==> src/rtl/chb_pkg.sv <==
package chb_pkg;

    localparam int unsigned CHB_ADDR_W = 16;
    localparam int unsigned CHB_DATA_W = 8;
    localparam int unsigned CHB_CODE_W = 7;
    localparam int unsigned CHB_ROW_W  = 3;
    localparam int unsigned CHB_GAP    = 3;

    typedef enum logic {
        STB_IDLE = 1'b0,
        STB_LOAD = 1'b1
    } strobe_e;

    function automatic int unsigned chb_base_w(input int unsigned aw,
                                               input int unsigned cw,
                                               input int unsigned rw);
        return aw - cw - rw;
    endfunction

    function automatic int unsigned chb_out_lat(input int unsigned gap);
        return gap + 1;
    endfunction

endpackage

==> src/rtl/chb_wr_pipe.sv <==
module chb_wr_pipe
    import chb_pkg::*;
#(
    parameter int unsigned DATA_W = CHB_DATA_W,
    parameter int unsigned BASE_W = 6
) (
    input  logic              clk,
    input  logic              rst,
    input  logic              wr_en,
    input  logic              wr_sel,
    input  logic [DATA_W-1:0] wr_data,
    output logic [BASE_W-1:0] base_q
);

    logic [DATA_W-1:0] latch_q;
    strobe_e           strobe_q;
    logic              hit;

    assign hit = wr_en && wr_sel;

    // stage 1: internal data latch; stage 2: strobed load of the base
    always_ff @(posedge clk) begin
        if (rst) begin
            latch_q  <= '0;
            strobe_q <= STB_IDLE;
            base_q   <= '0;
        end else begin
            strobe_q <= hit ? STB_LOAD : STB_IDLE;
            if (hit) begin
                latch_q <= wr_data;
            end
            if (strobe_q == STB_LOAD) begin
                base_q <= latch_q[DATA_W-1 -: BASE_W];
            end
        end
    end

    a_r5_no_write_unselected: assert property (@(posedge clk) disable iff (rst)
        (!$past(wr_en && wr_sel, 2) && !$past(rst) && !$past(rst, 2)) |-> $stable(base_q));

    a_r6_base_after_two: assert property (@(posedge clk) disable iff (rst)
        ($past(wr_en && wr_sel, 2) && !$past(rst) && !$past(rst, 2))
            |-> (base_q == $past(wr_data[DATA_W-1 -: BASE_W], 2)));

endmodule

==> src/rtl/chb_fetch_delay.sv <==
module chb_fetch_delay
    import chb_pkg::*;
#(
    parameter int unsigned CODE_W = CHB_CODE_W,
    parameter int unsigned ROW_W  = CHB_ROW_W,
    parameter int unsigned GAP    = CHB_GAP
) (
    input  logic              clk,
    input  logic              rst,
    input  logic              name_vld,
    input  logic [CODE_W-1:0] name_code,
    input  logic [ROW_W-1:0]  row,
    output logic              iss_vld,
    output logic [CODE_W-1:0] iss_code,
    output logic [ROW_W-1:0]  iss_row
);

    logic              vld_q  [GAP];
    logic [CODE_W-1:0] code_q [GAP];
    logic [ROW_W-1:0]  row_q  [GAP];

    genvar g;
    generate
        for (g = 0; g < GAP; g++) begin : g_stage
            if (g == 0) begin : g_head
                always_ff @(posedge clk) begin
                    if (rst) begin
                        vld_q[g]  <= 1'b0;
                        code_q[g] <= '0;
                        row_q[g]  <= '0;
                    end else begin
                        vld_q[g]  <= name_vld;
                        code_q[g] <= name_code;
                        row_q[g]  <= row;
                    end
                end
            end else begin : g_tail
                always_ff @(posedge clk) begin
                    if (rst) begin
                        vld_q[g]  <= 1'b0;
                        code_q[g] <= '0;
                        row_q[g]  <= '0;
                    end else begin
                        vld_q[g]  <= vld_q[g-1];
                        code_q[g] <= code_q[g-1];
                        row_q[g]  <= row_q[g-1];
                    end
                end
            end
        end
    endgenerate

    assign iss_vld  = vld_q[GAP-1];
    assign iss_code = code_q[GAP-1];
    assign iss_row  = row_q[GAP-1];

    a_r10_flush_pending: assert property (@(posedge clk) disable iff (rst)
        $past(rst) |-> !iss_vld);

endmodule

==> src/rtl/chb_addr_out.sv <==
module chb_addr_out
    import chb_pkg::*;
#(
    parameter int unsigned ADDR_W = CHB_ADDR_W,
    parameter int unsigned BASE_W = 6,
    parameter int unsigned CODE_W = CHB_CODE_W,
    parameter int unsigned ROW_W  = CHB_ROW_W
) (
    input  logic              clk,
    input  logic              rst,
    input  logic              iss_vld,
    input  logic [BASE_W-1:0] base,
    input  logic [CODE_W-1:0] code,
    input  logic [ROW_W-1:0]  row,
    output logic              fetch_vld,
    output logic [ADDR_W-1:0] fetch_addr
);

    logic [ADDR_W-1:0] addr_int;

    // internal address bus, formed in the issue cycle
    assign addr_int = {base, code, row};

    // output latch: address reaches the pins one cycle later
    always_ff @(posedge clk) begin
        if (rst) begin
            fetch_vld  <= 1'b0;
            fetch_addr <= '0;
        end else begin
            fetch_vld <= iss_vld;
            if (iss_vld) begin
                fetch_addr <= addr_int;
            end
        end
    end

    a_r8_hold_addr: assert property (@(posedge clk) disable iff (rst)
        (!fetch_vld && !$past(rst)) |-> $stable(fetch_addr));

endmodule

==> src/rtl/chbase_fetch.sv <==
module chbase_fetch
    import chb_pkg::*;
#(
    parameter int unsigned ADDR_W = CHB_ADDR_W,
    parameter int unsigned DATA_W = CHB_DATA_W,
    parameter int unsigned CODE_W = CHB_CODE_W,
    parameter int unsigned ROW_W  = CHB_ROW_W,
    parameter int unsigned GAP    = CHB_GAP
) (
    input  logic              clk,
    input  logic              rst,
    input  logic              wr_en,
    input  logic              wr_sel,
    input  logic [DATA_W-1:0] wr_data,
    input  logic              name_vld,
    input  logic [DATA_W-1:0] name_code,
    input  logic [ROW_W-1:0]  row,
    output logic              fetch_vld,
    output logic [ADDR_W-1:0] fetch_addr
);

    localparam int unsigned BASE_W = chb_base_w(ADDR_W, CODE_W, ROW_W);
    localparam int unsigned LAT    = chb_out_lat(GAP);

    logic [BASE_W-1:0] base_q;
    logic              iss_vld;
    logic [CODE_W-1:0] iss_code;
    logic [ROW_W-1:0]  iss_row;

    chb_wr_pipe #(
        .DATA_W (DATA_W),
        .BASE_W (BASE_W)
    ) wr_pipe_i (
        .clk     (clk),
        .rst     (rst),
        .wr_en   (wr_en),
        .wr_sel  (wr_sel),
        .wr_data (wr_data),
        .base_q  (base_q)
    );

    chb_fetch_delay #(
        .CODE_W (CODE_W),
        .ROW_W  (ROW_W),
        .GAP    (GAP)
    ) delay_i (
        .clk       (clk),
        .rst       (rst),
        .name_vld  (name_vld),
        .name_code (name_code[CODE_W-1:0]),
        .row       (row),
        .iss_vld   (iss_vld),
        .iss_code  (iss_code),
        .iss_row   (iss_row)
    );

    chb_addr_out #(
        .ADDR_W (ADDR_W),
        .BASE_W (BASE_W),
        .CODE_W (CODE_W),
        .ROW_W  (ROW_W)
    ) out_i (
        .clk        (clk),
        .rst        (rst),
        .iss_vld    (iss_vld),
        .base       (base_q),
        .code       (iss_code),
        .row        (iss_row),
        .fetch_vld  (fetch_vld),
        .fetch_addr (fetch_addr)
    );

    a_r2_issue_spacing: assert property (@(posedge clk) disable iff (rst)
        fetch_vld |-> $past(name_vld, LAT));

    a_r3_code_row_fields: assert property (@(posedge clk) disable iff (rst)
        fetch_vld |-> ((fetch_addr[CODE_W+ROW_W-1:ROW_W] == $past(name_code[CODE_W-1:0], LAT))
                    && (fetch_addr[ROW_W-1:0] == $past(row, LAT))));

endmodule

==> config.mk <==
export PLATFORM = sky130hd
export DESIGN_NAME = chbase_fetch
export DESIGN_NICKNAME = d
export VERILOG_FILES = /design/src/rtl/chb_pkg.sv /design/src/rtl/chb_wr_pipe.sv /design/src/rtl/chb_fetch_delay.sv /design/src/rtl/chb_addr_out.sv /design/src/rtl/chbase_fetch.sv
export SDC_FILE = /design/constraint.sdc
export NUM_CORES = 1
export LEC_CHECK = 0
export BUFFER_PORTS_ARGS = -buffer_cell sky130_fd_sc_hd__clkbuf_2
export CORE_MARGIN = 1.5
export CORE_UTILIZATION = 52
export DETAILED_ROUTE_END_ITERATION = 10
export PLACE_DENSITY = 0.77
export SYNTH_ARGS = -nofsm -noshare
export SYNTH_HDL_FRONTEND = slang
export SYNTH_SLANG_ARGS = --single-unit
==> constraint.sdc <==
create_clock -name clk -period 1.1 [get_ports clk]
set_input_delay 0.055 -clock clk [delete_from_list [all_inputs] [get_ports clk]]
set_output_delay 0.055 -clock clk [all_outputs]
set_load 0.05 [all_outputs]
[Word-level counts from Yosys, hierarchy flattened]
Memory sizes are Yosys's and may differ from the RTL's. A register that Yosys moved wholly into a read port is not among the register bits.
Index checks and enable logic that the tools add are counted.
Operators by class
  mux-type cells: 13
  bitwise operators: 9
  reductions and logical operators: 1
Operators by type and width (count)
  7-bit two-way mux: 3
  3-bit two-way mux: 3
  1-bit bitwise OR: 9
  1-bit two-way mux: 7
  1-bit logical AND: 1
Storage, ports and cells
  flip-flop bits (word level): 32
  memory bits (writable): 33
  output and inout bits: 17
  memories: 3
Memories
  delay_i.code_q: words 3, width 7, rd ports 3, clocked after memory_dff 1, write ports 3, RTL line chb_fetch_delay.sv:19  | logic [CODE_W-1:0] code_q [GAP];
  delay_i.row_q: words 3, width 3, rd ports 3, clocked after memory_dff 1, write ports 3, RTL line chb_fetch_delay.sv:20  | logic [ROW_W-1:0] row_q [GAP];
  delay_i.vld_q: words 3, width 1, rd ports 3, clocked after memory_dff 0, write ports 3, RTL line chb_fetch_delay.sv:18  | logic vld_q [GAP];

[Logic depth before layout (Yosys ltp)]
Gate-level depths: netlist of run 1.
  word-level depth: 3
  mapped depth: 4
  mapped depth without buffers: 2

[By module]
From an unflattened synthesis of run 1, not the netlist that was laid out.
Unflattened totals
  cell total of the unflattened synthesis: 172
  area, all modules: 2008.2 um^2
Modules (own cells, without submodules)
  chb_fetch_delay: instances 1, cells each 69, area each 889.6 um^2, seq. area each 660.6 um^2
  chb_addr_out: instances 1, cells each 54, area each 608.1 um^2, seq. area each 340.3 um^2
  chb_wr_pipe: instances 1, cells each 49, area each 510.5 um^2, seq. area each 260.2 um^2

[Worst setup path after synthesis of run 1]
Ideal clock, no wire load.
  path kind: reg-to-reg
  from: mem delay_i.vld_q[2]
  to: reg out_i.fetch_addr[0] (read register of delay_i.row_q)
  library setup time: 117 ps
  arrival time: 791 ps
  slack: 192 ps
  stages on the path, launching flop included: 5
  clock period less this slack: 908 ps
  path through: dfxtp_1 -> buf_6 -> buf_12 -> mux2i_1 -> nor2_1
RTL lines
  from (decl): RTL line chb_fetch_delay.sv:18
  to (decl): RTL line chb_addr_out.sv:16  | output logic [ADDR_W-1:0] fetch_addr

[Worst setup path in the final report of run 1]
  from: reg out_i.fetch_addr[0] (read register of delay_i.row_q)
  to: out fetch_addr[0]
RTL lines
  to (decl): RTL line chbase_fetch.sv:19  | output logic [ADDR_W-1:0] fetch_addr
No word-level cell between the ends.

==> results of run 1 <==
through the flow:
step / hold WS [ns] / setup WS, ns
6_report: 0.1084 / 0.08319
5_1_grt: 0.1218 / 0.02774
4_1_cts: 0.09098 / 0.05331
3_5_place_dp: 0.2669 / 0.1589
3_3_place_gp: 0.2642 / 0.1948
2_1_floorplan: 0.1832 / 0.1918
what timing repair did:
| item | CTS | global route |
|---|---|---|
| buffers inserted | 0 | 0 |
| hold buffers | 17 | 0 |
| endpoints found under the hold margin | 17 | 0 |
cell families (layout without fill, tap and decap cells):
logic type | after synthesis | after routing | synth area share
AND/OR/NAND/NOR | 64 | 64 | 0.1669
flip-flops | 63 | 63 | 0.6324
multiplexers | 22 | 22 | 0.1104
AO/OA/AOI/OAI | 12 | 12 | 0.04517
buffers and inverters | 12 | 74 | 0.04517
final timing paths:
path,from,end,slack (ns),cells after the start
hold reg to reg,delay_i.vld_q[0],delay_i.vld_q[1],0.44,1
setup / recovery,out_i.fetch_addr[0],fetch_addr[0],0.08,1
setup reg to reg,wr_pipe_i.strobe_q,wr_pipe_i.base_q[1],0.14,2
hold / removal,wr_sel,wr_pipe_i.strobe_q,0.11,3
routing by layer:
metal / wire [um] / GRT usage
met5: 0 / 0
met4: 80 / 0.1037
met3: 181 / 0.08681
met2: 1486 / 0.2951
met1: 1374 / 0.1767
placed cells by master, fill, tap and decap left out, types with 2 or more instances in the layout:
master                          instances
sky130_fd_sc_hd__a21bo_1                3
sky130_fd_sc_hd__a21oi_1                6
sky130_fd_sc_hd__dfxtp_1               63
sky130_fd_sc_hd__dlygate4sd3_1         17
sky130_fd_sc_hd__clkbuf_2              37
sky130_fd_sc_hd__nand3_1                6
sky130_fd_sc_hd__mux2i_1               22
sky130_fd_sc_hd__nor2_1                23
sky130_fd_sc_hd__nor2b_1               34
sky130_fd_sc_hd__buf_4                  3
sky130_fd_sc_hd__bufinv_16              2
sky130_fd_sc_hd__a21bo_2                3
sky130_fd_sc_hd__clkbuf_8              10
power breakdown:
part,leakage [uW],total (uW),internal (uW),switching (uW)
clock,0.000110,2160,1340,827
combinational,0.000452,225,129,95.6
sequential,0.000514,2370,2350,22.4
total,0.00108,4760,3810,945
flip-flops by register name, summed over array words and instances, names as in the netlist:
| name | count |
|---|---|
| wr_pipe_i.latch_q | 6 |
| delay_i.vld_q | 3 |
| delay_i.code_q | 21 |
| delay_i.row_q | 9 |
| out_i.fetch_vld | 1 |
| out_i.fetch_addr | 16 |
| wr_pipe_i.strobe_q | 1 |
| wr_pipe_i.base_q | 6 |
layout make-up:
class,count,share of cell area
Tap cell,48,0.02323
Clock buffer,11,0.05470
Clock inverter,5,0.03146
Multi-Input combinational cell,98,0.2488
Sequential cell,63,0.4879
Timing Repair Buffer,58,0.1539
==> results list, run 1 <==
* Fraction of the yosys area taken by sequential cells: 0.6324
- Number of DRC violations after detailed routing: 0
* Max Root-Sink Buffers: 2
* Result of the run: finished clean
- Among all flip-flop cells after synthesis, the most frequent one is sky130_fd_sc_hd__dfxtp_1.
* Most common cell in the netlist: sky130_fd_sc_hd__dfxtp_1
* Kind of cell adding the most delay to the critical path: flip-flops
* Number of register bits inferred by synthesis: 63
- Static timing analysis puts the maximum clock frequency at 0.9835 GHz.
- First drt pass iteration count: 3
* Average instance area after synthesis: 11.53 um^2
- Kind of launch point of the worst setup path: register
- Synth Net Count: 197
- Final number of max-transition violations: 0
- Post-detailed-route wirelength per cell: 11.03 um
* Worst-path cell chain: clkbuf_2
* Top fanout value on the critical path: 2
- The first global-routing pass estimated 5.375 mm of wire.
- Together, buffers and inverters on the worst path number 1.
- Across the VDD grid, the largest voltage drop is 1124 uV.
- Power Density: 1840 mW/mm^2
- Clock latency on the worst-skew pair, taken at its later pin, is 0.33 ns.
- Area of the multi-input gates: 643.1 um^2
* Share of the synthesized area in the top cell type: 0.6324
* Effective utilization at floorplan: 0.5448
* Post-CTS Resized: 0
- Number of placed I/O pins: 41
* Final number of hold-violating endpoints: 0
* Final weighted congestion of routability-driven global placement: 0.6819
- The initial antenna violation count came to 0.
* Area delta synth->final: 29.61%
* Placed instance area: 0.002192 mm^2
- Portion of the clock cycle consumed by the worst path in the final layout: 0.9244
* Post-route ant nets: 0
* Post-Syn Area: 0.001994 mm^2
* Highest cell delay on the worst timing path: 0.35 ns
- Worst Setup Path Type: reg -> out
- Wires add up to 3.121 mm.
- The clock tree synthesis step divided the H-tree into 3 levels.
- Die area: 0.004216 mm^2
- Count of max-cap constraint violations: 0
* Proportion of layout cells with a drive suffix above 1: 0.2511
* Fillcell total: 271
- Min-Delay Path Class: in -> reg
- Counting the buffers created by CTS gives 9.
- Entering global routing, the biggest net connects 43 pins.
- Net total in the final layout: 254
- Using the TritonRoute via totals, the vias-per-cell ratio works out to 4.505.
- For this run, the total global-route usage over all layers was measured as 0.1767.
* Core Area: 0.003661 mm^2
- TritonCTS built the clock tree.
- Number of enable flip-flop cells after synthesis: 0
- Measured on the finished design, the core utilization comes to 0.7061.
* Post-layout min period: 1.017 ns
* Crit path DAT: 0.96 ns
- Power comes to 4757 uW.
- In the synthesized netlist the async set-or-reset flop fraction comes to 0.
- Clock root buffer: sky130_fd_sc_hd__clkbuf_8
- Unrepaired setup endpoints after global routing: no
* Die extent in y: 64.93 um
- sky130_fd_sc_hd__dfxtp_1 takes more of the synthesized area than any other cell.
- The number of antenna diodes in the final layout is 0.
- Setup violations remaining at the end of the flow were counted as 0.
* Total overflow reported by the global router: 0
- Between clock sinks in the finished design, the worst skew comes to 0.008092 ns.
- The worst setup path is captured at an output pin.
* Number of cells after detailed placement: 250
* Cells after synthesis: 173
* Port Buffers: 37
- Top cells by area in the synthesized netlist: sky130_fd_sc_hd__dfxtp_1, sky130_fd_sc_hd__mux2i_1, sky130_fd_sc_hd__nor2b_1
- Data required time at the worst endpoint: 1.04 ns
- For the pin with the worst max-slew slack, the measured transition is 0.3692 ns.
* Sum of net half-perimeters after detailed placement: 1.946 mm
- In the final layout, flip-flops and latches occupy 0.001261 mm^2.
- The detailed router finished its first iteration with 44 violations.
- After clock tree synthesis, the clock-pin slew on the worst setup and hold paths is 0.06 ns.
- Once layout is done, the placed cells without fillers occupy 0.002585 mm^2.
* Total number of vias: 1275
* Number of distinct library cells after synthesis: 13
- Rows: 22
- For this run, the number of standard cells in the final layout without fillers is 283.
- Most frequent cells after synthesis: sky130_fd_sc_hd__dfxtp_1, sky130_fd_sc_hd__nor2b_1, sky130_fd_sc_hd__nor2_1
* Sink Count: 63
- The via count of the first global-routing pass is 1297.
- Chip Width: 64.93 um
- Adding up every negative setup slack in the final design gives 0 ns.
* Relative slew margins: 0.7536
- The Yosys step of the flow raised 0 warnings.
* Lkg Pwr: 0.001076 uW
- The largest individual stage delay along the critical path comes from the cell sky130_fd_sc_hd__dfxtp_1.
(Power assumes the default switching activity.)
==> run 2: changes to the inputs <==
Settings changed: CORE_ASPECT_RATIO from default to 2.
==> results list, run 2 (same netlist as run 1, synthesis figures left out) <==
* Die area: 0.004238 mm^2
* Library cell contributing the largest single delay on the critical path: sky130_fd_sc_hd__dfxtp_1
- Number of buffers and inverters on the critical path: 1
- Routability-driven placement finished with a final weighted congestion of 0.6519.
- Sum of net half-perimeters after detailed placement: 2.124 mm
- For this run, the total global-route usage over all layers was measured as 0.1744.
* First drt pass iteration count: 4
- Lkg Pwr: 0.001079 uW
* Proportion of layout cells with a drive suffix above 1: 0.2511
- CTS tree: done
- Sort of element at the end of the critical path: output pin
- After the first detailed-routing iteration, the DRC count stood at 4.
- The total area inside the core boundary comes to 0.003646 mm^2.
* Number of global-route vias before repair: 1238
- H-Tree Depth: 3
* Total overflow reported by the global router: 0
- The register with the most flip-flops in the layout has 21 of them.
- Global-route wire length before repair: 4.968 mm
- Final sum of negative setup slack: 0 ns
- Clock insertion delay at the later pin of the skew report: 0.32 ns
- Effective utilization at floorplan: 0.5470
* Post-layout min period: 1.004 ns
- Top library cells by usage in the layout, fill and taps aside: sky130_fd_sc_hd__dfxtp_1, sky130_fd_sc_hd__clkbuf_2, sky130_fd_sc_hd__nor2b_1, sky130_fd_sc_hd__nor2_1, sky130_fd_sc_hd__mux2i_1
- Once detail routing completed, the nets flagged for antenna violations numbered 0.
- Largest net degree at the start of global routing: 37
- Worst-path cell chain: clkbuf_2
- Final number of hold-violating endpoints: 0
- STA puts the critical path data required time at 1.04 ns.
- The critical path in this run is classified as reg -> out.
- Post-detailed-route wirelength per cell: 11.36 um
- Summed over all layers, the routed wires come to 3.226 mm.
- The min-delay analysis places its worst path in the category in -> reg.
* Number of setup buffers added after CTS: 0
- Result of the run: finished clean
* Sink Count: 63
- The die is 90.58 um tall.
- Area delta synth->final: 29.61%
- Number of DRC violations after detailed routing: 0
* Final number of max-transition violations: 0
* Highest cell delay on the worst timing path: 0.34 ns
- After detailed routing, the number of vias per cell comes to 4.549.
- Along the worst path, the maximum fanout reaches 2.
- During placement, the flow inserted port buffers numbering 37.
* Transition time of the tightest slew-check pin: 0.3944 ns
- In the final layout, the registers with the most flip-flops are delay_i.code_q: 21 flops, out_i.fetch_addr: 16 flops, delay_i.row_q: 9 flops.
* Most frequent standard cell in the layout excluding fill and tap cells: sky130_fd_sc_hd__dfxtp_1
* Inserted Clock Buffers: 9
- The repair_antennas step left the layout with diodes totalling 0.
* Worst clock skew on the final layout: 0.003608 ns
- Static timing analysis puts the maximum clock frequency at 0.9956 GHz.
- 41 I/O pins were placed.
* Total power consumption of the routed design: 4597 uW
- Net total in the final layout: 254
* Portion of the clock cycle consumed by the worst path in the final layout: 0.9131
- Max Root-Sink Buffers: 2
- Chip Width: 46.79 um
- The worst setup path is launched from a register.
- Unrepaired setup endpoints after global routing: no
- More flip-flops sit in one register than any other, and that register is delay_i.code_q.
* Kind of cell adding the most delay to the critical path: flip-flops
* Antenna violations before repair: 0
- Fillcell total: 301
- Power spread over the standard cell area amounts to 1778 mW/mm^2.
* Crit path DAT: 0.95 ns
* CTS clk-pin slew, worst paths: 0.06 ns
* Relative slew margins: 0.7367
- After floorplanning, the core was divided into 31 placement rows.
- The routed layout has 1292 vias.
* Final setup viols: 0
- Clock tree synthesis selected as its root buffer the cell sky130_fd_sc_hd__clkbuf_8.
- The setup check on the worst reg-to-reg path leaves a slack of 0.13 ns.
* Maximum vdd drop: 1155 uV
* Count of max-cap constraint violations: 0
[run 2: cell count changes in the layout (fill, tap and decap cells not counted), sizes merged]
cell,previous run,this run
clkbuf,48,50
bufinv,2,1
clkinvlp,1,0
[run 2: area by class of cell]
type | count | area (um^2) | share of cell area
flip-flops and latches | 63 | 1261 | 0.4879
multi-input cells | 98 | 643.1 | 0.2488
repair buffers | 58 | 410.4 | 0.1588
clock buffers | 13 | 168.9 | 0.06534
well taps | 49 | 61.31 | 0.02372
clock inverters | 3 | 40.04 | 0.01549
[run 2: what timing repair did]
item,4_1_cts,5_1_grt
endpoints found under the hold margin,17,0
resized for setup,0,0
setup endpoints to repair,0,0
hold buffers,17,0
[run 2: per-layer routing]
| metal | share of wire | up-vias | global-route usage | wire [um] |
|---|---|---|---|---|
| met5 | 0 | - | 0 | 0 |
| met4 | 0.028 | 0 | 0.1250 | 89 |
| met3 | 0.043 | 7 | 0.07800 | 139 |
| met2 | 0.56 | 37 | 0.3002 | 1802 |
| met1 | 0.37 | 579 | 0.1362 | 1194 |
| li1 | - | 669 | - | - |
[run 2: worst reg2reg max path: stages, from the launching register on]
cell and delay (ns):
sky130_fd_sc_hd__dfxtp_1 0.56, sky130_fd_sc_hd__mux2i_1 0.25, sky130_fd_sc_hd__nor2_1 0.06
[run 2: metrics by stage]
step	setup WS, ns	utilization	cell area [um^2]	hold slack (ns)	std cells
detailed placement	0.1367	0.6050	2206	0.2701	251
CTS	0.05737	0.7090	2585	0.07153	284
global route	0.02843	0.7090	2585	0.09150	284
floorplan	0.1918	-	1994	0.1832	173
global placement	0.1773	0.6050	2206	0.2638	251
finish	0.09558	0.7090	2585	0.1002	284
[run 2: path summary, 6_finish.rpt]
kind,from,endpoint,cells after the start
worst min-delay path,wr_sel,wr_pipe_i.strobe_q,3
worst min register to register,delay_i.code_q[1][1],delay_i.code_q[2][1],1
worst max-delay path,out_i.fetch_addr[4],fetch_addr[4],1
worst max register to register,wr_pipe_i.strobe_q,wr_pipe_i.base_q[1],2
[run 2: power by group]
part,switching (uW),internal [uW]
sequential,22.6,2350
combinational,96.0,131
clock,776,1220
